**config.mk**
```make
export PLATFORM = sky130hd
export DESIGN_NAME = i2c_tgt_dualbuf
export DESIGN_NICKNAME = d
export VERILOG_FILES = /design/src/rtl/i2c_tgt_pkg.sv /design/src/rtl/i2c_tgt_buf.sv /design/src/rtl/i2c_tgt_seq.sv /design/src/rtl/i2c_tgt_host.sv /design/src/rtl/i2c_tgt_dualbuf.sv
export SDC_FILE = /design/constraint.sdc
export NUM_CORES = 2
export LEC_CHECK = 0
export BUFFER_PORTS_ARGS = -buffer_cell sky130_fd_sc_hd__buf_4
export CORE_ASPECT_RATIO = 1.4
export CORE_UTILIZATION = 55
export CTS_BUF_LIST = sky130_fd_sc_hd__clkbuf_8
export DETAILED_ROUTE_END_ITERATION = 8
export PLACE_DENSITY = 0.69
export SYNTH_ARGS = -nofsm -noshare
export SYNTH_HDL_FRONTEND = slang
export SYNTH_SLANG_ARGS = --single-unit
```
**constraint.sdc**
```tcl
create_clock -name clk -period 4.65 [get_ports clk]
set_input_delay 0.2325 -clock clk [delete_from_list [all_inputs] [get_ports clk]]
set_output_delay 0.2325 -clock clk [all_outputs]
set_load 0.02 [all_outputs]
```
**src/rtl/i2c_tgt_pkg.sv**
```systemverilog
package i2c_tgt_pkg;

  typedef enum logic [2:0] {
    ERR_NONE     = 3'd0,
    ERR_BUS      = 3'd1,
    ERR_ARB      = 3'd2,
    ERR_ZERO_LEN = 3'd3,
    ERR_OVERRUN  = 3'd4,
    ERR_BUF_SIZE = 3'd5
  } tgt_err_e;

  typedef enum logic [2:0] {
    BOP_IDLE,
    BOP_CLEAR,
    BOP_PUSH,
    BOP_POP,
    BOP_LOAD,
    BOP_DRAIN
  } buf_op_e;

  typedef enum logic [1:0] {
    HCMD_PRELOAD = 2'd0,
    HCMD_DRAIN   = 2'd1,
    HCMD_RESET   = 2'd2,
    HCMD_NOP     = 2'd3
  } host_cmd_e;

  // a stored byte is still available for the controller
  function automatic bit pop_in_range(int unsigned size, int unsigned idx);
    return (size != 0) && (idx < size);
  endfunction

  // one more received byte fits
  function automatic bit push_fits(int unsigned idx, int unsigned depth);
    return idx < depth;
  endfunction

  // host preload length acceptable
  function automatic bit load_fits(int unsigned len, int unsigned depth);
    return len <= depth;
  endfunction

endpackage

```
**src/rtl/i2c_tgt_buf.sv**
```systemverilog
module i2c_tgt_buf
  import i2c_tgt_pkg::*;
#(
  parameter int DEPTH = 64,
  localparam int CNT_W = $clog2(DEPTH + 1),
  localparam int IDX_W = $clog2(DEPTH)
) (
  input  logic             clk,
  input  logic             rst_n,
  input  buf_op_e          op,
  input  logic [CNT_W-1:0] op_len,
  input  logic [7:0]       op_data,
  input  logic             wr_en,
  input  logic [IDX_W-1:0] wr_idx,
  input  logic [7:0]       wr_data,
  input  logic [IDX_W-1:0] rd_idx,
  output logic [7:0]       rd_data,
  output logic [7:0]       head_data,
  output logic [CNT_W-1:0] size,
  output logic [CNT_W-1:0] index
);

  localparam logic [CNT_W-1:0] DEPTH_C = CNT_W'(DEPTH);

  logic [7:0] mem [DEPTH];
  logic       push_take;
  logic       pop_take;

  assign push_take = (op == BOP_PUSH) && push_fits(int'(index), DEPTH);
  assign pop_take  = (op == BOP_POP) && pop_in_range(int'(size), int'(index));

  for (genvar e = 0; e < DEPTH; e++) begin : g_entry
    always_ff @(posedge clk or negedge rst_n) begin
      if (!rst_n) begin
        mem[e] <= 8'hFF;
      end else if (op == BOP_CLEAR) begin
        mem[e] <= 8'hFF;
      end else if (push_take && (index[IDX_W-1:0] == IDX_W'(e))) begin
        mem[e] <= op_data;
      end else if (wr_en && (wr_idx == IDX_W'(e))) begin
        mem[e] <= wr_data;
      end
    end
  end

  always_ff @(posedge clk or negedge rst_n) begin
    if (!rst_n) begin
      size  <= '0;
      index <= '0;
    end else begin
      unique case (op)
        BOP_CLEAR, BOP_DRAIN: begin
          size  <= '0;
          index <= '0;
        end
        BOP_PUSH: if (push_take) begin
          index <= index + CNT_W'(1);
          size  <= index + CNT_W'(1);
        end
        BOP_POP: if (pop_take) index <= index + CNT_W'(1);
        BOP_LOAD: begin
          size  <= op_len;
          index <= '0;
        end
        default: ;
      endcase
    end
  end

  assign head_data = (index < DEPTH_C) ? mem[index[IDX_W-1:0]] : 8'hFF;
  assign rd_data   = mem[rd_idx];

  p_push_grows_r6: assert property (@(posedge clk) disable iff (!rst_n)
    push_take |=> size == $past(index) + CNT_W'(1));
  p_full_push_holds_r6: assert property (@(posedge clk) disable iff (!rst_n)
    (op == BOP_PUSH && !push_take) |=> ($stable(size) && $stable(index)));
  p_index_le_size_r4: assert property (@(posedge clk) disable iff (!rst_n)
    index <= size);
  p_clear_empties_r9: assert property (@(posedge clk) disable iff (!rst_n)
    (op == BOP_CLEAR) |=> (size == '0 && index == '0));

endmodule

```
**src/rtl/i2c_tgt_seq.sv**
```systemverilog
module i2c_tgt_seq
  import i2c_tgt_pkg::*;
#(
  parameter int ADDR_W = 7,
  parameter int DEPTH  = 64,
  localparam int CNT_W = $clog2(DEPTH + 1)
) (
  input  logic              clk,
  input  logic              rst_n,
  input  logic [ADDR_W-1:0] cfg_primary_addr,
  input  logic              ev_addr_valid,
  input  logic [ADDR_W-1:0] ev_addr_code,
  input  logic              ev_addr_rd,
  input  logic              ev_rx_valid,
  input  logic              ev_tx_req,
  input  logic              ev_stop,
  input  logic              ev_bus_err,
  input  logic              ev_arb_lost,
  input  logic              host_collect,
  input  logic [CNT_W-1:0]  tx_size,
  input  logic [CNT_W-1:0]  tx_index,
  input  logic [7:0]        tx_head,
  input  logic [CNT_W-1:0]  rx_index,
  output logic              sel_now,
  output buf_op_e           tx_op,
  output buf_op_e           rx_op,
  output logic              tx_valid,
  output logic [7:0]        tx_byte,
  output logic              done_ready,
  output logic [ADDR_W-1:0] done_addr,
  output logic              done_rd,
  output logic              done_sel,
  output tgt_err_e          done_err
);

  logic     quiet_hi;
  logic     take_arb, take_tx, take_rx, take_stop, take_addr;
  logic     fetch, fetch_zero, fetch_hit, rx_full;
  logic [7:0] fetch_byte;
  tgt_err_e next_err;

  assign quiet_hi  = !ev_bus_err && !ev_arb_lost;
  assign take_arb  = ev_arb_lost && !ev_bus_err;
  assign take_tx   = quiet_hi && ev_tx_req;
  assign take_rx   = quiet_hi && !ev_tx_req && ev_rx_valid;
  assign take_stop = quiet_hi && !ev_tx_req && !ev_rx_valid && ev_stop;
  assign take_addr = quiet_hi && !ev_tx_req && !ev_rx_valid && !ev_stop && ev_addr_valid;

  assign sel_now    = take_addr ? (ev_addr_code != cfg_primary_addr) : done_sel;
  assign fetch      = take_tx || (take_addr && ev_addr_rd);
  assign fetch_zero = (tx_size == '0);
  assign fetch_hit  = pop_in_range(int'(tx_size), int'(tx_index));
  assign fetch_byte = fetch_hit ? tx_head : 8'hFF;
  assign rx_full    = !push_fits(int'(rx_index), DEPTH);

  assign tx_op = fetch   ? BOP_POP  : BOP_IDLE;
  assign rx_op = take_rx ? BOP_PUSH : BOP_IDLE;

  always_comb begin
    next_err = done_err;
    if (ev_bus_err)                next_err = ERR_BUS;
    else if (take_arb)             next_err = ERR_ARB;
    else if (fetch && fetch_zero)  next_err = ERR_ZERO_LEN;
    else if (take_rx && rx_full)   next_err = ERR_OVERRUN;
    else if (take_addr)            next_err = ERR_NONE;
  end

  always_ff @(posedge clk or negedge rst_n) begin
    if (!rst_n) begin
      tx_valid   <= 1'b0;
      tx_byte    <= 8'hFF;
      done_ready <= 1'b0;
      done_addr  <= '0;
      done_rd    <= 1'b0;
      done_sel   <= 1'b0;
      done_err   <= ERR_NONE;
    end else begin
      tx_valid <= fetch;
      if (fetch) tx_byte <= fetch_byte;
      if (take_stop)         done_ready <= 1'b1;
      else if (host_collect) done_ready <= 1'b0;
      if (take_addr) begin
        done_addr <= ev_addr_code;
        done_rd   <= ev_addr_rd;
        done_sel  <= sel_now;
      end
      done_err <= next_err;
    end
  end

  p_stop_sets_ready_r11: assert property (@(posedge clk) disable iff (!rst_n)
    take_stop |=> done_ready);
  p_collect_clears_r11: assert property (@(posedge clk) disable iff (!rst_n)
    (host_collect && !take_stop) |=> !done_ready);
  p_fetch_answers_r4: assert property (@(posedge clk) disable iff (!rst_n)
    fetch |=> tx_valid);
  p_overrun_quiet_r4: assert property (@(posedge clk) disable iff (!rst_n)
    (take_tx && !fetch_zero && !fetch_hit) |=> (tx_byte == 8'hFF && $stable(done_err)));
  p_zero_len_r5: assert property (@(posedge clk) disable iff (!rst_n)
    (fetch && fetch_zero) |=> (done_err == ERR_ZERO_LEN && tx_byte == 8'hFF));
  p_addr_clears_r3: assert property (@(posedge clk) disable iff (!rst_n)
    (take_addr && !ev_addr_rd) |=> (done_err == ERR_NONE));
  p_bus_err_r10: assert property (@(posedge clk) disable iff (!rst_n)
    ev_bus_err |=> (done_err == ERR_BUS && !tx_valid));

endmodule

```
**src/rtl/i2c_tgt_host.sv**
```systemverilog
module i2c_tgt_host
  import i2c_tgt_pkg::*;
#(
  parameter int DEPTH = 64,
  parameter int LEN_W = 8,
  localparam int CNT_W = $clog2(DEPTH + 1)
) (
  input  logic             clk,
  input  logic             rst_n,
  input  logic             cmd_valid,
  input  logic [1:0]       cmd,
  input  logic [LEN_W-1:0] cmd_len,
  input  logic [CNT_W-1:0] rx_size,
  output buf_op_e          tx_op,
  output buf_op_e          rx_op,
  output logic [CNT_W-1:0] op_len,
  output logic             rsp_valid,
  output tgt_err_e         rsp_err
);

  host_cmd_e kind;
  logic      is_load, is_drain, is_reset;
  logic      load_ok, drain_ok;
  tgt_err_e  verdict;

  assign kind     = host_cmd_e'(cmd);
  assign is_load  = cmd_valid && (kind == HCMD_PRELOAD);
  assign is_drain = cmd_valid && (kind == HCMD_DRAIN);
  assign is_reset = cmd_valid && (kind == HCMD_RESET);
  assign load_ok  = load_fits(int'(cmd_len), DEPTH);
  assign drain_ok = (cmd_len == LEN_W'(rx_size));
  assign op_len   = CNT_W'(cmd_len);

  always_comb begin
    tx_op = BOP_IDLE;
    rx_op = BOP_IDLE;
    if (is_reset) begin
      tx_op = BOP_CLEAR;
      rx_op = BOP_CLEAR;
    end else if (is_load && load_ok) begin
      tx_op = BOP_LOAD;
    end else if (is_drain && drain_ok) begin
      rx_op = BOP_DRAIN;
    end
  end

  always_comb begin
    verdict = ERR_NONE;
    if (is_load && !load_ok)        verdict = ERR_OVERRUN;
    else if (is_drain && !drain_ok) verdict = ERR_BUF_SIZE;
  end

  always_ff @(posedge clk or negedge rst_n) begin
    if (!rst_n) begin
      rsp_valid <= 1'b0;
      rsp_err   <= ERR_NONE;
    end else begin
      rsp_valid <= cmd_valid;
      if (cmd_valid) rsp_err <= verdict;
    end
  end

  p_preload_limit_r7: assert property (@(posedge clk) disable iff (!rst_n)
    (is_load && !load_ok) |=> (rsp_valid && rsp_err == ERR_OVERRUN));
  p_drain_mismatch_r8: assert property (@(posedge clk) disable iff (!rst_n)
    (is_drain && !drain_ok) |=> (rsp_valid && rsp_err == ERR_BUF_SIZE));
  p_rsp_follows_r7: assert property (@(posedge clk) disable iff (!rst_n)
    !cmd_valid |=> !rsp_valid);

endmodule

```
**src/rtl/i2c_tgt_dualbuf.sv**
```systemverilog
module i2c_tgt_dualbuf
  import i2c_tgt_pkg::*;
#(
  parameter int DEPTH  = 64,
  parameter int ADDR_W = 7,
  parameter int LEN_W  = 8,
  localparam int CNT_W = $clog2(DEPTH + 1),
  localparam int IDX_W = $clog2(DEPTH)
) (
  input  logic              clk,
  input  logic              rst_n,
  input  logic [ADDR_W-1:0] cfg_primary_addr,
  input  logic              ev_addr_valid,
  input  logic [ADDR_W-1:0] ev_addr_code,
  input  logic              ev_addr_rd,
  input  logic              ev_rx_valid,
  input  logic [7:0]        ev_rx_byte,
  input  logic              ev_tx_req,
  input  logic              ev_stop,
  input  logic              ev_bus_err,
  input  logic              ev_arb_lost,
  output logic              tx_valid,
  output logic [7:0]        tx_byte,
  input  logic              host_wr_en,
  input  logic              host_wr_set,
  input  logic [IDX_W-1:0]  host_wr_idx,
  input  logic [7:0]        host_wr_data,
  input  logic [1:0]        host_rd_buf,
  input  logic [IDX_W-1:0]  host_rd_idx,
  output logic [7:0]        host_rd_data,
  input  logic              host_cmd_valid,
  input  logic [1:0]        host_cmd,
  input  logic              host_cmd_set,
  input  logic [LEN_W-1:0]  host_cmd_len,
  output logic              host_rsp_valid,
  output logic [2:0]        host_rsp_err,
  input  logic              host_collect,
  output logic              done_ready,
  output logic [ADDR_W-1:0] done_addr,
  output logic              done_rd,
  output logic [CNT_W-1:0]  done_size,
  output logic [2:0]        done_err
);

  localparam int NBUF = 4;

  logic [CNT_W-1:0] size_arr  [NBUF];
  logic [CNT_W-1:0] index_arr [NBUF];
  logic [7:0]       head_arr  [NBUF];
  logic [7:0]       rd_arr    [NBUF];

  logic             sel_now, done_sel;
  buf_op_e          seq_tx_op, seq_rx_op, host_tx_op, host_rx_op;
  logic [CNT_W-1:0] host_len;
  tgt_err_e         seq_err, host_err;

  i2c_tgt_seq #(.ADDR_W(ADDR_W), .DEPTH(DEPTH)) u_seq (
    .clk, .rst_n, .cfg_primary_addr,
    .ev_addr_valid, .ev_addr_code, .ev_addr_rd, .ev_rx_valid,
    .ev_tx_req, .ev_stop, .ev_bus_err, .ev_arb_lost, .host_collect,
    .tx_size  (size_arr[{sel_now, 1'b0}]),
    .tx_index (index_arr[{sel_now, 1'b0}]),
    .tx_head  (head_arr[{sel_now, 1'b0}]),
    .rx_index (index_arr[{sel_now, 1'b1}]),
    .sel_now, .tx_op(seq_tx_op), .rx_op(seq_rx_op),
    .tx_valid, .tx_byte, .done_ready, .done_addr, .done_rd, .done_sel,
    .done_err (seq_err)
  );

  i2c_tgt_host #(.DEPTH(DEPTH), .LEN_W(LEN_W)) u_host (
    .clk, .rst_n,
    .cmd_valid (host_cmd_valid),
    .cmd       (host_cmd),
    .cmd_len   (host_cmd_len),
    .rx_size   (size_arr[{host_cmd_set, 1'b1}]),
    .tx_op     (host_tx_op),
    .rx_op     (host_rx_op),
    .op_len    (host_len),
    .rsp_valid (host_rsp_valid),
    .rsp_err   (host_err)
  );

  // buffer b = {set, dir}; dir 0 transmit, dir 1 receive
  for (genvar b = 0; b < NBUF; b++) begin : g_buf
    localparam bit SET = b[1];
    localparam bit DIR = b[0];
    buf_op_e bus_op, host_op, op;
    logic    bus_hit;

    assign bus_op  = DIR ? seq_rx_op : seq_tx_op;
    assign host_op = DIR ? host_rx_op : host_tx_op;
    assign bus_hit = (sel_now == SET) && (bus_op != BOP_IDLE);
    assign op      = bus_hit ? bus_op : ((host_cmd_set == SET) ? host_op : BOP_IDLE);

    i2c_tgt_buf #(.DEPTH(DEPTH)) u_buf (
      .clk, .rst_n,
      .op        (op),
      .op_len    (host_len),
      .op_data   (ev_rx_byte),
      .wr_en     (host_wr_en && !DIR && (host_wr_set == SET)),
      .wr_idx    (host_wr_idx),
      .wr_data   (host_wr_data),
      .rd_idx    (host_rd_idx),
      .rd_data   (rd_arr[b]),
      .head_data (head_arr[b]),
      .size      (size_arr[b]),
      .index     (index_arr[b])
    );
  end

  assign host_rd_data = rd_arr[host_rd_buf];
  assign done_size    = size_arr[{done_sel, ~done_rd}];
  assign done_err     = seq_err;
  assign host_rsp_err = host_err;

  p_select_primary_r2: assert property (@(posedge clk) disable iff (!rst_n)
    (ev_addr_valid && !ev_bus_err && !ev_arb_lost && !ev_tx_req && !ev_rx_valid && !ev_stop
     && ev_addr_code == cfg_primary_addr) |=> !done_sel);
  p_size_cap_r6: assert property (@(posedge clk) disable iff (!rst_n)
    done_size <= CNT_W'(DEPTH));

endmodule

```
==> flow_metrics.env <==
export IMPL_status="finished, violations left"
export IMPL_violations="capacitance limit, slew limit, setup timing"
export IMPL_synthesis_nets=11700
export IMPL_design_area_mm2=0.125
export IMPL_yosys_area_top_type="dfstp_2"
export IMPL_post_route_min_period_ps=4720
export IMPL_hold_violations=0
export IMPL_vias=96800
export IMPL_crit_chain="mux4_2 -> mux2i_1 -> a22oi_1 -> nand3_1 -> nor3_1 -> o221ai_1 -> a211oi_1 -> buf_4"
export IMPL_chipWidth_um=386
export IMPL_grt_antenna_before_repair=16
export IMPL_ant_nets=0
export IMPL_drtPass1Iterations=9
export IMPL_grt_pass1_wl_um=618000
export IMPL_use_met2=0.596
export IMPL_place_congestion=1.02
export IMPL_layout_setup_ws_ps=-73.1
export IMPL_routed_via_density=6.69
export IMPL_use_met1=0.486
export IMPL_worstPathMaxFanout=2
export IMPL_synth_cell_types=78
export IMPL_hp_class="input port to async pin"
export IMPL_drc_errors=0
export IMPL_cp_top_family="compound AO/OA/AOI/OAI gates"
export IMPL_synth_cells=11600
export IMPL_worst_slew_pin_slew_ps=1560
export IMPL_dieArea_mm2=0.209
export IMPL_critPathBufInv=1
export IMPL_grt_use_met3=0.103
export IMPL_critPathRequiredTime_ps=4420
export IMPL_placed_area_mm2=0.117
export IMPL_fillCellCount=17000
export IMPL_cts_buffers=336
export IMPL_setup_violations=1
export IMPL_synth_area_mm2=0.114
export IMPL_track_usage=0.393
export IMPL_busiest_layer="met2"
export IMPL_synth_edf_count=0
export IMPL_cts_root_buf="clkbuf_8"
export IMPL_crit_slowest_cell="a211oi_1"
export IMPL_grt_pass1_vias=96100
export IMPL_grt_start_max_net_pins=239
export IMPL_syn_avg_cell_area_um2=9.82
export IMPL_ys_async_sr_fraction=1.00
export IMPL_hpwl_um=272000
export IMPL_floorplan_initialDensity=0.553
export IMPL_rows=197
export IMPL_synth_area_leaders="dfstp_2 47%, mux4_2 16%, nand2_1 14%"
export IMPL_power_density_mw_per_mm2=400
export IMPL_cts_sinks=2129
export IMPL_final_cell_mix="4216 x nand2_1, 2237 x nand3_1, 2056 x dfstp_2"
export IMPL_drive_gt1_frac=0.324
export IMPL_pin_count=108
export IMPL_max_freq_mhz=212
export IMPL_post_cts_buffers=0
export IMPL_cts_tree="yes"
export IMPL_synth_top_area_share=0.475
export IMPL_grt_overflow_total=0
export IMPL_ys_warn_count=0
export IMPL_coreArea_mm2=0.206
export IMPL_cap_violations=2
export IMPL_clock_latency_ps=1020
export IMPL_clock_path_buffers=4
export IMPL_ys_seq_elements=2129
export IMPL_finish_net_count=11600
export IMPL_port_buffers=106
export IMPL_htreeDepth=5
export IMPL_wl_um=412000
export IMPL_die_h_um=540
export IMPL_synth_ff_type="dfstp_2"
export IMPL_relSlewSlack=-0.0385
export IMPL_whs_ps=19.0
export IMPL_worstSetupPathType="flop to primary output"
export IMPL_start_kind="flop"
export IMPL_finalCritPeriodShare=1.02
export IMPL_wl_per_cell_um=28.4
export IMPL_rsz0062_at_grt="false"
export IMPL_end_kind="primary output"
export IMPL_leakage_nw=52.1
export IMPL_arrival_ps=4490
export IMPL_layout_commonest_cell="nand2_1"
export IMPL_syn2layout_area_growth_pct=9.81
export IMPL_finClkSkew_ps=49.6
export IMPL_yosysSeqAreaShare=0.491
export IMPL_slew_violations=11
export IMPL_drtIter0Drc=14000
export IMPL_cts_clk_slew_worst_paths_ps=70
export IMPL_ir_drop_v=0.000301
export IMPL_max_stage_delay_ps=960
export IMPL_finalSetupTns_ps=-73.1
-- state kept, by name, indices dropped and copies added, names as in the netlist --
register / count
u_seq.tx_byte: 8
g_buf.u_buf.size: 28
u_seq.done_rd: 1
u_host.rsp_valid: 1
u_seq.done_addr: 7
u_seq.done_err: 3
u_seq.done_ready: 1
u_seq.tx_valid: 1
u_host.rsp_err: 2
u_seq.done_sel: 1
g_buf.u_buf.mem: 2048
g_buf.u_buf.index: 28
-- final timing paths --
kind / depth (start not counted) / to / from / slack (ps)
worst max register to register: 8 / u_seq.tx_byte[6] / g_buf[2].u_buf.index[2] / 730
worst min-delay path: 2 / u_seq.tx_valid / rst_n / 20
min in group clk: 3 / u_host.rsp_err[2] / host_cmd_valid / 40
worst max-delay path: 8 / host_rd_data[5] / g_buf[3].u_buf.mem[365] / -70
max in group asynchronous: 3 / g_buf[1].u_buf.mem[337] / rst_n / 3160
worst min register to register: 2 / g_buf[1].u_buf.mem[173] / g_buf[1].u_buf.mem[173] / 480
-- through the flow --
stage               instances   util  worst slack [ps]  power, mW
CTS                     14500  0.608               152       49.8
floorplan               11600      -              1480       29.1
detailed placement      13800  0.569               446       32.7
global placement        13800  0.569               407       32.4
global route            14500  0.608              4.39       51.5
finish                  14500  0.608             -73.1       50.0
-- Yosys cell counts (all sizes together) (3+ instances only) --
| master | count |
|---|---|
| o22a | 4 |
| dfstp | 2056 |
| nor2b | 29 |
| dfrtp | 73 |
| a211o | 4 |
| a22oi | 40 |
| nor3 | 38 |
| nor2 | 349 |
| or3 | 11 |
| or2 | 5 |
| nor4 | 16 |
| mux2i | 150 |
| o221ai | 22 |
| o211ai | 3 |
| a21oi | 62 |
| clkbuf | 558 |
| mux4 | 832 |
| a211oi | 26 |
| a22o | 21 |
| and3 | 13 |
| o31ai | 3 |
| xor2 | 21 |
| nor3b | 3 |
| nand3 | 2239 |
| o22ai | 79 |
| nand3b | 8 |
| and2 | 25 |
| a31oi | 8 |
| a31o | 3 |
| nand4 | 15 |
| o21ai | 172 |
| a221oi | 16 |
| inv | 37 |
| buf | 278 |
| ha | 30 |
| nand2b | 23 |
| nand2 | 4217 |
| xnor2 | 16 |
| a41oi | 3 |
| or4 | 13 |
| a2111oi | 4 |
| mux2 | 24 |
-- cells by family (layout without fill, tap and decap cells) --
| kind of cell | count (synthesis) | count (layout) | synth area share |
|---|---|---|---|
| AO/OA/AOI/OAI | 494 | 494 | 0.0280 |
| XOR/XNOR | 37 | 37 | 0.00285 |
| adder cells (fa/ha/maj) | 30 | 30 | 0.00330 |
| buffers and inverters | 873 | 1077 | 0.0335 |
| flip-flops | 2129 | 2129 | 0.491 |
| multiplexers | 1006 | 1006 | 0.180 |
| other | 1 | 6 | 0.0000330 |
| AND/OR/NAND/NOR | 7011 | 7011 | 0.261 |
-- report_power, final --
group | switching, mW | internal [mW]
clock network | 8.05 | 9.12
registers | 1.80 | 21.7
logic | 5.34 | 4.04
-- timing repair --
| action | CTS | global route |
|---|---|---|
| endpoints found under the setup margin | 1 | 1 |
| gates resized for setup | 1 | 1 |
| endpoints found under the hold margin | 1448 | 0 |
| hold buffers | 81 | 0 |
-- area by class of cell --
type                       count  area (um2)  share of cell area
multi-input combinational   8579       54200               0.434
timing repair buffer         444        4260              0.0341
inverter                      37         139             0.00111
antenna                        5        12.5            0.000100
clock buffer                 432        5950              0.0476
clock inverter               164        1100             0.00879
tap                         2686        3360              0.0269
sequential                  2129       55900               0.447
-- routing by layer --
| layer | part of all wire | up-vias |
|---|---|---|
| li1 | - | 40200 |
| met1 | 0.34 | 48400 |
| met2 | 0.46 | 6551 |
| met3 | 0.11 | 1719 |
| met4 | 0.087 | 16 |
| met5 | 0.00034 | - |
No activity file was read; power rests on OpenSTA's default activity.
